--- src/rtl/acc_cpu_pkg.sv ---
package acc_cpu_pkg;

  localparam int unsigned OPC_W = 3;

  localparam logic [OPC_W-1:0] OPC_HALT = 3'b000;
  localparam logic [OPC_W-1:0] OPC_LOAD = 3'b001;
  localparam logic [OPC_W-1:0] OPC_ADD  = 3'b010;
  localparam logic [OPC_W-1:0] OPC_STO  = 3'b011;

  typedef enum logic [3:0] {
    ST_F_ADDR,
    ST_F_READ,
    ST_F_CAPT,
    ST_F_IR,
    ST_DECODE,
    ST_X_READ,
    ST_X_CAPT,
    ST_X_ACC,
    ST_X_MDR,
    ST_X_WRITE,
    ST_HALT
  } state_e;

  typedef struct packed {
    logic mar_from_pc;
    logic mar_from_opnd;
    logic pc_inc;
    logic mdr_from_mem;
    logic mdr_from_acc;
    logic cir_load;
    logic acc_load;
    logic acc_add;
    logic rd;
    logic wr;
  } ctl_t;

endpackage

--- src/rtl/acc_cpu_adder.sv ---
module acc_cpu_adder #(
  parameter int unsigned WIDTH = 8
) (
  input  logic [WIDTH-1:0] a_i,
  input  logic [WIDTH-1:0] b_i,
  output logic [WIDTH-1:0] sum_o
);

  // carry out is dropped: sum wraps modulo 2**WIDTH
  assign sum_o = a_i + b_i;

endmodule

--- src/rtl/acc_cpu_ctrl.sv ---
module acc_cpu_ctrl
  import acc_cpu_pkg::*;
(
  input  logic             clk_i,
  input  logic             rst_ni,
  input  logic [OPC_W-1:0] opcode_i,
  output ctl_t             ctl_o,
  output logic             halted_o
);

  state_e state_q, state_d;

  always_ff @(posedge clk_i or negedge rst_ni) begin
    if (!rst_ni) state_q <= ST_F_ADDR;
    else         state_q <= state_d;
  end

  always_comb begin
    ctl_o   = '0;
    state_d = state_q;
    unique case (state_q)
      ST_F_ADDR: begin
        ctl_o.mar_from_pc = 1'b1;
        state_d = ST_F_READ;
      end
      ST_F_READ: begin
        ctl_o.rd     = 1'b1;
        ctl_o.pc_inc = 1'b1;
        state_d = ST_F_CAPT;
      end
      ST_F_CAPT: begin
        ctl_o.mdr_from_mem = 1'b1;
        state_d = ST_F_IR;
      end
      ST_F_IR: begin
        ctl_o.cir_load = 1'b1;
        state_d = ST_DECODE;
      end
      ST_DECODE: begin
        if (opcode_i == OPC_LOAD || opcode_i == OPC_ADD) begin
          ctl_o.mar_from_opnd = 1'b1;
          state_d = ST_X_READ;
        end else if (opcode_i == OPC_STO) begin
          ctl_o.mar_from_opnd = 1'b1;
          state_d = ST_X_MDR;
        end else begin
          state_d = ST_HALT;  // HALT and every undefined code
        end
      end
      ST_X_READ: begin
        ctl_o.rd = 1'b1;
        state_d = ST_X_CAPT;
      end
      ST_X_CAPT: begin
        ctl_o.mdr_from_mem = 1'b1;
        state_d = ST_X_ACC;
      end
      ST_X_ACC: begin
        ctl_o.acc_load = 1'b1;
        ctl_o.acc_add  = (opcode_i == OPC_ADD);
        state_d = ST_F_ADDR;
      end
      ST_X_MDR: begin
        ctl_o.mdr_from_acc = 1'b1;
        state_d = ST_X_WRITE;
      end
      ST_X_WRITE: begin
        ctl_o.wr = 1'b1;
        state_d = ST_F_ADDR;
      end
      ST_HALT: state_d = ST_HALT;
      default: state_d = ST_HALT;
    endcase
  end

  assign halted_o = (state_q == ST_HALT);

  a_r7_halt_sticky: assert property (@(posedge clk_i) disable iff (!rst_ni)
    halted_o |=> halted_o);

  a_r7_halt_quiet: assert property (@(posedge clk_i) disable iff (!rst_ni)
    halted_o |-> (!ctl_o.rd && !ctl_o.wr));

  a_r8_no_rd_wr: assert property (@(posedge clk_i) disable iff (!rst_ni)
    !(ctl_o.rd && ctl_o.wr));

  a_r8_rd_single: assert property (@(posedge clk_i) disable iff (!rst_ni)
    ctl_o.rd |=> !ctl_o.rd);

  a_r8_capture_after_rd: assert property (@(posedge clk_i) disable iff (!rst_ni)
    ctl_o.rd |=> ctl_o.mdr_from_mem);

endmodule

--- src/rtl/acc_cpu_datapath.sv ---
module acc_cpu_datapath
  import acc_cpu_pkg::*;
#(
  parameter int unsigned ADDR_W = 5,
  localparam int unsigned DATA_W = OPC_W + ADDR_W
) (
  input  logic              clk_i,
  input  logic              rst_ni,
  input  ctl_t              ctl_i,
  input  logic [DATA_W-1:0] rdata_i,
  output logic [ADDR_W-1:0] mar_o,
  output logic [DATA_W-1:0] mdr_o,
  output logic [OPC_W-1:0]  opcode_o
);

  logic [ADDR_W-1:0] pc_q;
  logic [ADDR_W-1:0] mar_q;
  logic [DATA_W-1:0] mdr_q;
  logic [DATA_W-1:0] cir_q;
  logic [DATA_W-1:0] acc_q;
  logic [DATA_W-1:0] sum;
  logic [ADDR_W-1:0] operand;

  assign opcode_o = cir_q[DATA_W-1 -: OPC_W];
  assign operand  = cir_q[ADDR_W-1:0];

  acc_cpu_adder #(.WIDTH(DATA_W)) u_adder (
    .a_i  (acc_q),
    .b_i  (mdr_q),
    .sum_o(sum)
  );

  always_ff @(posedge clk_i or negedge rst_ni) begin
    if (!rst_ni) begin
      pc_q  <= '0;
      mar_q <= '0;
      mdr_q <= '0;
      cir_q <= '0;
      acc_q <= '0;
    end else begin
      if (ctl_i.pc_inc)        pc_q  <= pc_q + 1'b1;
      if (ctl_i.mar_from_pc)   mar_q <= pc_q;
      else if (ctl_i.mar_from_opnd) mar_q <= operand;
      if (ctl_i.mdr_from_mem)  mdr_q <= rdata_i;
      else if (ctl_i.mdr_from_acc) mdr_q <= acc_q;
      if (ctl_i.cir_load)      cir_q <= mdr_q;
      if (ctl_i.acc_load)      acc_q <= ctl_i.acc_add ? sum : mdr_q;
    end
  end

  assign mar_o = mar_q;
  assign mdr_o = mdr_q;

  a_r2_pc_step: assert property (@(posedge clk_i) disable iff (!rst_ni)
    (pc_q != $past(pc_q)) |-> (pc_q == ADDR_W'($past(pc_q) + 1'b1)));

  a_r6_wdata_is_acc: assert property (@(posedge clk_i) disable iff (!rst_ni)
    ctl_i.wr |-> (mdr_q == acc_q));

  a_r6_addr_is_operand: assert property (@(posedge clk_i) disable iff (!rst_ni)
    ctl_i.wr |-> (mar_q == operand));

endmodule

--- src/rtl/acc_cpu_core.sv ---
module acc_cpu_core
  import acc_cpu_pkg::*;
#(
  parameter int unsigned ADDR_W = 5,
  localparam int unsigned DATA_W = OPC_W + ADDR_W
) (
  input  logic              clk_i,
  input  logic              rst_ni,
  output logic [ADDR_W-1:0] mem_addr_o,
  output logic              mem_rd_o,
  output logic              mem_wr_o,
  output logic [DATA_W-1:0] mem_wdata_o,
  input  logic [DATA_W-1:0] mem_rdata_i,
  output logic              halted_o
);

  ctl_t             ctl;
  logic [OPC_W-1:0] opcode;

  acc_cpu_ctrl u_ctrl (
    .clk_i   (clk_i),
    .rst_ni  (rst_ni),
    .opcode_i(opcode),
    .ctl_o   (ctl),
    .halted_o(halted_o)
  );

  acc_cpu_datapath #(.ADDR_W(ADDR_W)) u_dp (
    .clk_i   (clk_i),
    .rst_ni  (rst_ni),
    .ctl_i   (ctl),
    .rdata_i (mem_rdata_i),
    .mar_o   (mem_addr_o),
    .mdr_o   (mem_wdata_o),
    .opcode_o(opcode)
  );

  assign mem_rd_o = ctl.rd;
  assign mem_wr_o = ctl.wr;

endmodule

--- config.mk ---
export PLATFORM = sky130hd
export DESIGN_NAME = acc_cpu_core
export DESIGN_NICKNAME = d
export VERILOG_FILES = /design/src/rtl/acc_cpu_pkg.sv /design/src/rtl/acc_cpu_adder.sv /design/src/rtl/acc_cpu_ctrl.sv /design/src/rtl/acc_cpu_datapath.sv /design/src/rtl/acc_cpu_core.sv
export SDC_FILE = /design/constraint.sdc
export NUM_CORES = 1
export LEC_CHECK = 0
export BUFFER_PORTS_ARGS = -buffer_cell sky130_fd_sc_hd__buf_2
export CAP_MARGIN = 10
export CORE_MARGIN = 4
export CORE_UTILIZATION = 60
export CTS_CLUSTER_SIZE = 16
export DETAILED_ROUTE_END_ITERATION = 10
export GPL_TIMING_DRIVEN = 0
export PLACE_DENSITY_LB_ADDON = 0.1
export RECOVER_POWER = 25
export SLEW_MARGIN = 10
export SYNTH_ARGS = -nofsm -noshare
export SYNTH_HDL_FRONTEND = slang
export SYNTH_SLANG_ARGS = --single-unit
--- constraint.sdc ---
create_clock -name clk_i -period 4.6 [get_ports clk_i]
set_clock_uncertainty 0.1 [all_clocks]
set_input_delay 0.92 -clock clk_i [delete_from_list [all_inputs] [get_ports clk_i]]
set_output_delay 0.92 -clock clk_i [all_outputs]
set_load 0.03 [all_outputs]
==> out/metrics.sh, run 1 <==
CLOCK_SINK_COUNT=38
DIE_HEIGHT_UM=67.5
SYNTH_TOP_CELL_BY_AREA='sky130_fd_sc_hd__dfrtp_1'
CORE-AREA_UM2=3390
WORST-SLEW-PIN-TRANSITION_NS=1.97
DRV_CAP=1
NUMBER_OF_GLOBAL_ROUTE_VIAS_BEFORE_REPAIR=1561
POST-ROUTE-WORST-SETUP-SLACK_NS=2.01
FAILING_CHECKS='capacitance limit, slew limit'
CP.REQUIRED_NS=3.58
DP_WORST_SETUP_SLACK_NS=2.36
FINAL_MAX_SLEW_VIOL_COUNT=39
MIN-DELAY-START='u_dp.pc_q[4]$_DFFE_PN0P_'
ENDPOINT='mem_rd_o'
SYNTHMOSTINSTANTIATEDCELL='sky130_fd_sc_hd__dfrtp_1'
SETUP_VIOLATIONS=0
DRT-PASS1-ITER-COUNT=4
CP-STARTPOINT='u_ctrl.state_q[3]$_DFF_PN0_'
MAXIMUM_NUMBER_OF_PINS_ON_ONE_NET_BEFORE_GLOBAL_ROUTE_REPAIR=39
WORSTREG2REGSTART='u_dp.mdr_o[1]$_DFFE_PN0P_'
POST-CTS-SETUP-BUFFERS=0
SYN_AREA_PER_CELL_UM2=10.5
CRITPATHLAUNCHTYPE='flip-flop'
POST_DRT_VIA_CELL_RATIO=5.60
SYNTH_SEQ_CELLS=38
RR_ENDPOINT='u_dp.acc_q[7]$_DFFE_PN0N_'
SYN_AREA_UM2=2130
DRCVIOLATIONCOUNT=0
RSZ0062_AT_GRT='no'
DATA_ARRIVAL_AT_THE_ENDPOINT_OF_THE_CRITICAL_PATH_NS=1.57
CTS_BUFFERS=5
STATIC-LEAKAGE-POWER_nW=1.09
DRIVE_ABOVE_1_SHARE=0.234
GRT_ANTENNA_BEFORE_REPAIR=0
ASYNCSETRESETFLOPFRACSYNTH=1.00
SYNTH_TOP_CELLS_BY_AREA='sky130_fd_sc_hd__dfrtp_1 (45%), sky130_fd_sc_hd__mux2i_1 (5.7%), sky130_fd_sc_hd__ha_1 (4.7%)'
END_KIND='primary output'
HTREE_LEVELS=2
AVERAGE_WIRE_LENGTH_PER_CELL_AFTER_DETAIL_ROUTING_UM=15.0
AREAGROWTHSYNTHTOFINISH_PCT=12.4
SYNTH_SEQUENTIAL_AREA_RATIO=0.447
GP_CONGESTION=0.830
DESIGN.DIE.AREA_UM2=4560
SYNTHCELLS=202
SYNTH.TOP_CELLS.BY_COUNT='sky130_fd_sc_hd__dfrtp_1 (38), sky130_fd_sc_hd__nand2_1 (26), sky130_fd_sc_hd__nor2_1 (20)'
YS_TYPES=45
DETAIL_ROUTE.WIRELENGTH_UM=4210
MIN_PATH_TYPE='flip-flop to flip-flop'
DETAIL-ROUTE-ANTENNA-NETS=0
HOLD_WS_NS=0.391
SYNTH-EDFF-COUNT=0
INITIAL_UTILIZATION=0.627
FIN_CRIT_SH=0.564
F_MAX_GHz=0.386
WORSTSKEWPAIRLATENCY_NS=0.35
STD_CELL_ROWS=21
CLK_PATH_BUF_DEPTH=2
STATUS='finished with violations'
TIMING_HOLD_VIOLATIONS_FINAL=0
POST_CTS_REPAIR_RESIZE_COUNT=0
DIEWIDTH_UM=67.5
FINAL-INSTANCE-COUNT-EXCL-FILL=281
INITIALDRTVIOLATIONCOUNT=113
WORSTSETUPPATHTYPE='flip-flop to primary output'
CRITICAL_PATH_PEAK_FANOUT=10
FF2FF_PATH_DEPTH=7
TRITONCTS_CLOCK_TREE='built'
REG2REG_SETUP_SLACK_NS=2.32
POSTSYNTH.TOPFLOPCELL='sky130_fd_sc_hd__dfrtp_1'
HOLD_BUFFERS=0
NUMPORTBUFFERS=25
VIAS=1573
GRT_REMAINING_OVERFLOW=0
DIODES=0
MAX-VDD-IR-DROP_uV=263
GRT_USE_TOTAL=0.217
GRT_PASS1_WL_UM=7320
YOSYSWARNINGCOUNT=0
MAX-SLEW-MARGIN-REL=-0.314
TNS_NS=0
SYNTHESIS.NETS=221
FINISH.UTILIZATION=0.705
PLACED_CELLS=273
POWER-PER-CELL-AREA_nW_PER_UM2=590
PERIOD_MINUS_SLACK_NS=2.59
CLK_TRANSITION_REPORTED_PATHS_NS=0.12
NUM_IO_PINS=26
SYNTH_TOP_AREA_FRAC=0.447
FINALNETCOUNT=253
DETAILEDPLACEMENTHPWL_UM=3200
CLK_ROOT_BUFFER_CELL='sky130_fd_sc_hd__clkbuf_4'
## how the worst min path moves through the flow
stage | to | cells past startpoint
3_5_place_dp | u_dp.pc_q[4]$_DFFE_PN0P_ | 1
5_1_grt | u_dp.pc_q[4]$_DFFE_PN0P_ | 1
6_report | u_dp.pc_q[4]$_DFFE_PN0P_ | 1
3_3_place_gp | u_dp.pc_q[4]$_DFFE_PN0P_ | 1
4_1_cts | u_dp.pc_q[4]$_DFFE_PN0P_ | 1
2_1_floorplan | u_dp.pc_q[4]$_DFFE_PN0P_ | 1
## flip-flops by register name, indices dropped and copies added (netlist names)
| name | count |
|---|---|
| u_dp.acc_q | 8 |
| u_dp.cir_q | 8 |
| u_dp.mdr_o | 8 |
| u_dp.mar_o | 5 |
| u_dp.pc_q | 5 |
| u_ctrl.state_q | 4 |
## critical path, cell delays in order (launching register included)
cell,delay [ns]
sky130_fd_sc_hd__dfrtp_1,0.48
sky130_fd_sc_hd__clkbuf_1,0.46
sky130_fd_sc_hd__nor2_1,0.09
sky130_fd_sc_hd__buf_2,0.19
## where the power goes
part           total [mW]  internal, mW  switching, mW
Clock               0.233         0.114          0.119
Sequential          0.548         0.441          0.107
Combinational       0.629         0.237          0.392
## cell usage in the layout (no fill, tap or decap), drive strengths merged, types with 2 or more instances in the layout
| master | n |
|---|---|
| a2111oi | 2 |
| a211oi | 3 |
| a21o | 3 |
| a21oi | 10 |
| a22oi | 5 |
| buf | 30 |
| clkbuf | 8 |
| clkinvlp | 2 |
| dfrtp | 38 |
| ha | 8 |
| inv | 4 |
| mux2 | 10 |
| mux2i | 12 |
| nand2 | 26 |
| nand2b | 3 |
| nand4 | 2 |
| nor2 | 20 |
| nor2b | 2 |
| nor3 | 5 |
| o21a | 3 |
| o21ai | 17 |
| o21bai | 2 |
| xnor2 | 4 |
| xor2 | 2 |
## through the flow
stage                     cell area, µm²  total power, mW
after floorplan                     2130             1.02
after global routing                2390             1.51
after detailed placement            2310             1.19
after CTS                           2390             1.42
final                               2390             1.41
after global placement              2310             1.15
## cell type report
type	count	area, µm²
Tap cell	46	57.6
Clock inverter	3	45.0
Clock buffer	5	37.5
Timing Repair Buffer	25	124
Buffer	8	48.8
Fill cell	249	1000
Multi-Input combinational cell	152	1110
Sequential cell	38	951
Inverter	4	15.0
## routing by layer
metal / GRT usage / part of all wire
met5: 0 / 0
met4: 0.0861 / 0.014
met3: 0.0499 / 0.039
met2: 0.369 / 0.51
met1: 0.264 / 0.44
## cells by family after synthesis
group / after synthesis / synth area share
compound gates: 52 / 0.177
xor+xnor: 6 / 0.0247
fa+ha+maj: 9 / 0.0565
buf+inv: 12 / 0.0306
flops: 38 / 0.447
mux: 22 / 0.111
simple gates: 63 / 0.153
Power figures use the tool's default switching activity.
==> run 2, diff against run 1 <==
--- a/config.mk
+++ b/config.mk
@@ -8,7 +8,7 @@
 export BUFFER_PORTS_ARGS = -buffer_cell sky130_fd_sc_hd__buf_2
 export CAP_MARGIN = 10
 export CORE_MARGIN = 4
-export CORE_UTILIZATION = 60
+export CORE_UTILIZATION = 57
 export CTS_CLUSTER_SIZE = 16
 export DETAILED_ROUTE_END_ITERATION = 10
 export GPL_TIMING_DRIVEN = 0
==> constraint.sdc (replaced) <==
create_clock -name clk_i -period 2.5 [get_ports clk_i]
set_clock_uncertainty 0.1 [all_clocks]
set_input_delay 0.5 -clock clk_i [delete_from_list [all_inputs] [get_ports clk_i]]
set_output_delay 0.5 -clock clk_i [all_outputs]
set_load 0.03 [all_outputs]
==> run 2 against run 1 <==
  * The flow now finishes without violations
  * Largest cell class unchanged
  * Cell count fell by 0.36%
  * Combinational power rose by 83%
  * Sequential power rose by 84%
  * Utilization fell by 1.6 points
  * Critical path type is now flip-flop to flip-flop
  * Sequential share of layout area barely moved
  * Via count rose by 0.83%
  * First-iteration DRC count rose by 12%
  * Highest routed layer unchanged
  * Final area barely moved
  * Flip-flop and latch count did not move
==> out/metrics.sh, run 2 (synthesized netlist as in run 1, its figures left out) <==
STATUS='complete, no violations'
WORSTREG2REGSTART='u_dp.mdr_o[1]$_DFFE_PN0P_'
LAYOUT.CELLS.MOST_COMMON='sky130_fd_sc_hd__dfrtp_1'
CLK_TRANSITION_REPORTED_PATHS_NS=0.07  # -0.05 ns
MIN_PATH_TYPE='primary input to asynchronous set/reset pin'
NUMPORTBUFFERS=25  # unchanged
FINAL_MAX_SLEW_VIOL_COUNT=0  # -100%
NUMBER_OF_GLOBAL_ROUTE_VIAS_BEFORE_REPAIR=1624  # +4.0%
CORE-AREA_UM2=3470  # +2.3%
STD_CELL_ROWS=21  # unchanged
WORST-SLEW-PIN-TRANSITION_NS=0.925  # -1.05 ns
DIODES=0  # unchanged
DRV_CAP=0  # -1
INITIAL_UTILIZATION=0.613  # -0.0143
POST_CTS_REPAIR_RESIZE_COUNT=0  # unchanged
GP_CONGESTION=0.810  # -2.4%
LAYOUT_COMMON_CELLS='sky130_fd_sc_hd__dfrtp_1 (38), sky130_fd_sc_hd__buf_2 (28), sky130_fd_sc_hd__nand2_1 (26)'
TNS_NS=0  # unchanged
AVERAGE_WIRE_LENGTH_PER_CELL_AFTER_DETAIL_ROUTING_UM=15.2  # +1.1%
SETUP_VIOLATIONS=0  # unchanged
POST_DRT_VIA_CELL_RATIO=5.66  # +1.2%
CTS_BUFFERS=5  # unchanged
STATIC-LEAKAGE-POWER_nW=1.10  # +1.0%
AREAGROWTHSYNTHTOFINISH_PCT=12.3  # about the same
DETAILEDPLACEMENTHPWL_UM=3260  # +1.9%
CLOCK_SINK_COUNT=38  # unchanged
CLK_ROOT_BUFFER_CELL='sky130_fd_sc_hd__clkbuf_8'
NUM_IO_PINS=26  # unchanged
DIEWIDTH_UM=69.1  # +2.3%
DETAIL_ROUTE.WIRELENGTH_UM=4250  # +0.78%
FIN_CRIT_SH=0.888
GRT_PASS1_WL_UM=7680  # +4.9%
TRITONCTS_CLOCK_TREE='built'
POWER-PER-CELL-AREA_nW_PER_UM2=1070  # +81%
CLK_PATH_BUF_DEPTH=2  # unchanged
CRITICAL_PATH_PEAK_FANOUT=6  # -4
POST-CTS-SETUP-BUFFERS=0  # unchanged
PERIOD_MINUS_SLACK_NS=2.22
MAXIMUM_NUMBER_OF_PINS_ON_ONE_NET_BEFORE_GLOBAL_ROUTE_REPAIR=39  # unchanged
HOLD_BUFFERS=0  # unchanged
GRT_USE_TOTAL=0.196  # -0.0210
GRT_REMAINING_OVERFLOW=0  # unchanged
DRCVIOLATIONCOUNT=0  # unchanged
CP.REQUIRED_NS=2.61  # -0.97 ns
DATA_ARRIVAL_AT_THE_ENDPOINT_OF_THE_CRITICAL_PATH_NS=2.33  # +0.76 ns
END_KIND='flip-flop'
MAX-SLEW-MARGIN-REL=0.383  # +0.697
FINISH.UTILIZATION=0.688  # -0.0164
INITIALDRTVIOLATIONCOUNT=127  # +12%
FINAL.FILL_COUNT=294  # +18%
GRT_ANTENNA_BEFORE_REPAIR=0  # unchanged
TIMING_HOLD_VIOLATIONS_FINAL=0  # unchanged
FINALNETCOUNT=253  # unchanged
DRT-PASS1-ITER-COUNT=4  # unchanged
CP-STARTPOINT='u_dp.mdr_o[1]$_DFFE_PN0P_'
FF2FF_PATH_DEPTH=7  # unchanged
VIAS=1586  # +0.83%
DIE_HEIGHT_UM=69.1  # +2.3%
WORSTSKEWPAIRLATENCY_NS=0.29  # -0.06 ns
DESIGN.DIE.AREA_UM2=4770  # +4.6%
CRITPATHLAUNCHTYPE='flip-flop'
DETAIL-ROUTE-ANTENNA-NETS=0  # unchanged
MAX-VDD-IR-DROP_uV=484  # +84%
DRIVE_ABOVE_1_SHARE=0.239  # +0.00527
WORSTSETUPPATHTYPE='flip-flop to flip-flop'
RSZ0062_AT_GRT='no'
F_MAX_GHz=0.450
HTREE_LEVELS=2  # unchanged
==> run 2: cell count changes in the layout (fill, tap and decap cells not counted), sizes merged <==
cell	change
clkinv	+2
clkinvlp	-2
buf	+1
bufinv	-1
clkbuf	-1
==> run 2: metal layers <==
metal | share of wire | GRT usage
met5 | 0 | 0
met4 | 0.013 | 0.0564
met3 | 0.031 | 0.0422
met2 | 0.51 | 0.336
met1 | 0.45 | 0.247
==> run 2: worst max-delay path, stage by stage (launching register included) <==
cell	delay [ns]
sky130_fd_sc_hd__dfrtp_1	0.45
sky130_fd_sc_hd__ha_1	0.35
sky130_fd_sc_hd__a211oi_2	0.26
sky130_fd_sc_hd__o21bai_1	0.10
sky130_fd_sc_hd__a21o_1	0.22
sky130_fd_sc_hd__a31oi_4	0.22
sky130_fd_sc_hd__mux2_4	0.32
sky130_fd_sc_hd__o22ai_2	0.13
==> run 2: metrics by stage <==
step	cells	hold slack, ns	cell area, µm²	setup slack, ns	total power, mW
finish	280	0.240	2390	0.279	2.56
global route	280	0.320	2390	0.187	2.76
CTS	280	0.233	2390	0.270	2.58
detailed placement	273	0.376	2310	0.292	2.18
global placement	273	0.365	2310	0.323	2.12
floorplan	202	0.104	2130	0.278	1.88
==> run 2: where the power goes <==
part	total [mW]	internal [mW]	switching [mW]
registers	1.01	0.815	0.195
logic	1.15	0.437	0.715
clock network	0.394	0.187	0.207
total	2.56	1.44	1.12
==> run 2: cell type report <==
cell class | instances | area [µm²] | area share
multi-input cells | 152 | 1110 | 0.465
flip-flops and latches | 38 | 951 | 0.398
repair buffers | 25 | 125 | 0.0524
clock buffers | 5 | 68.8 | 0.0288
well taps | 46 | 57.6 | 0.0241
plain buffers | 8 | 50.0 | 0.0210
inverters | 4 | 15.0 | 0.00629
clock inverters | 2 | 10.0 | 0.00419
==> run 2: worst paths after layout <==
check	endpoint	slack (ns)
min in group clk_i	u_dp.mdr_o[0]$_DFFE_PN0P_	0.33
worst min register to register	u_dp.pc_q[4]$_DFFE_PN0P_	0.39
worst max-delay path	u_dp.acc_q[7]$_DFFE_PN0N_	0.28
worst min-delay path	u_ctrl.state_q[3]$_DFF_PN0_	0.24
worst max register to register	u_dp.acc_q[7]$_DFFE_PN0N_	0.28
max in group asynchronous	u_dp.mdr_o[6]$_DFFE_PN0P_	1.49
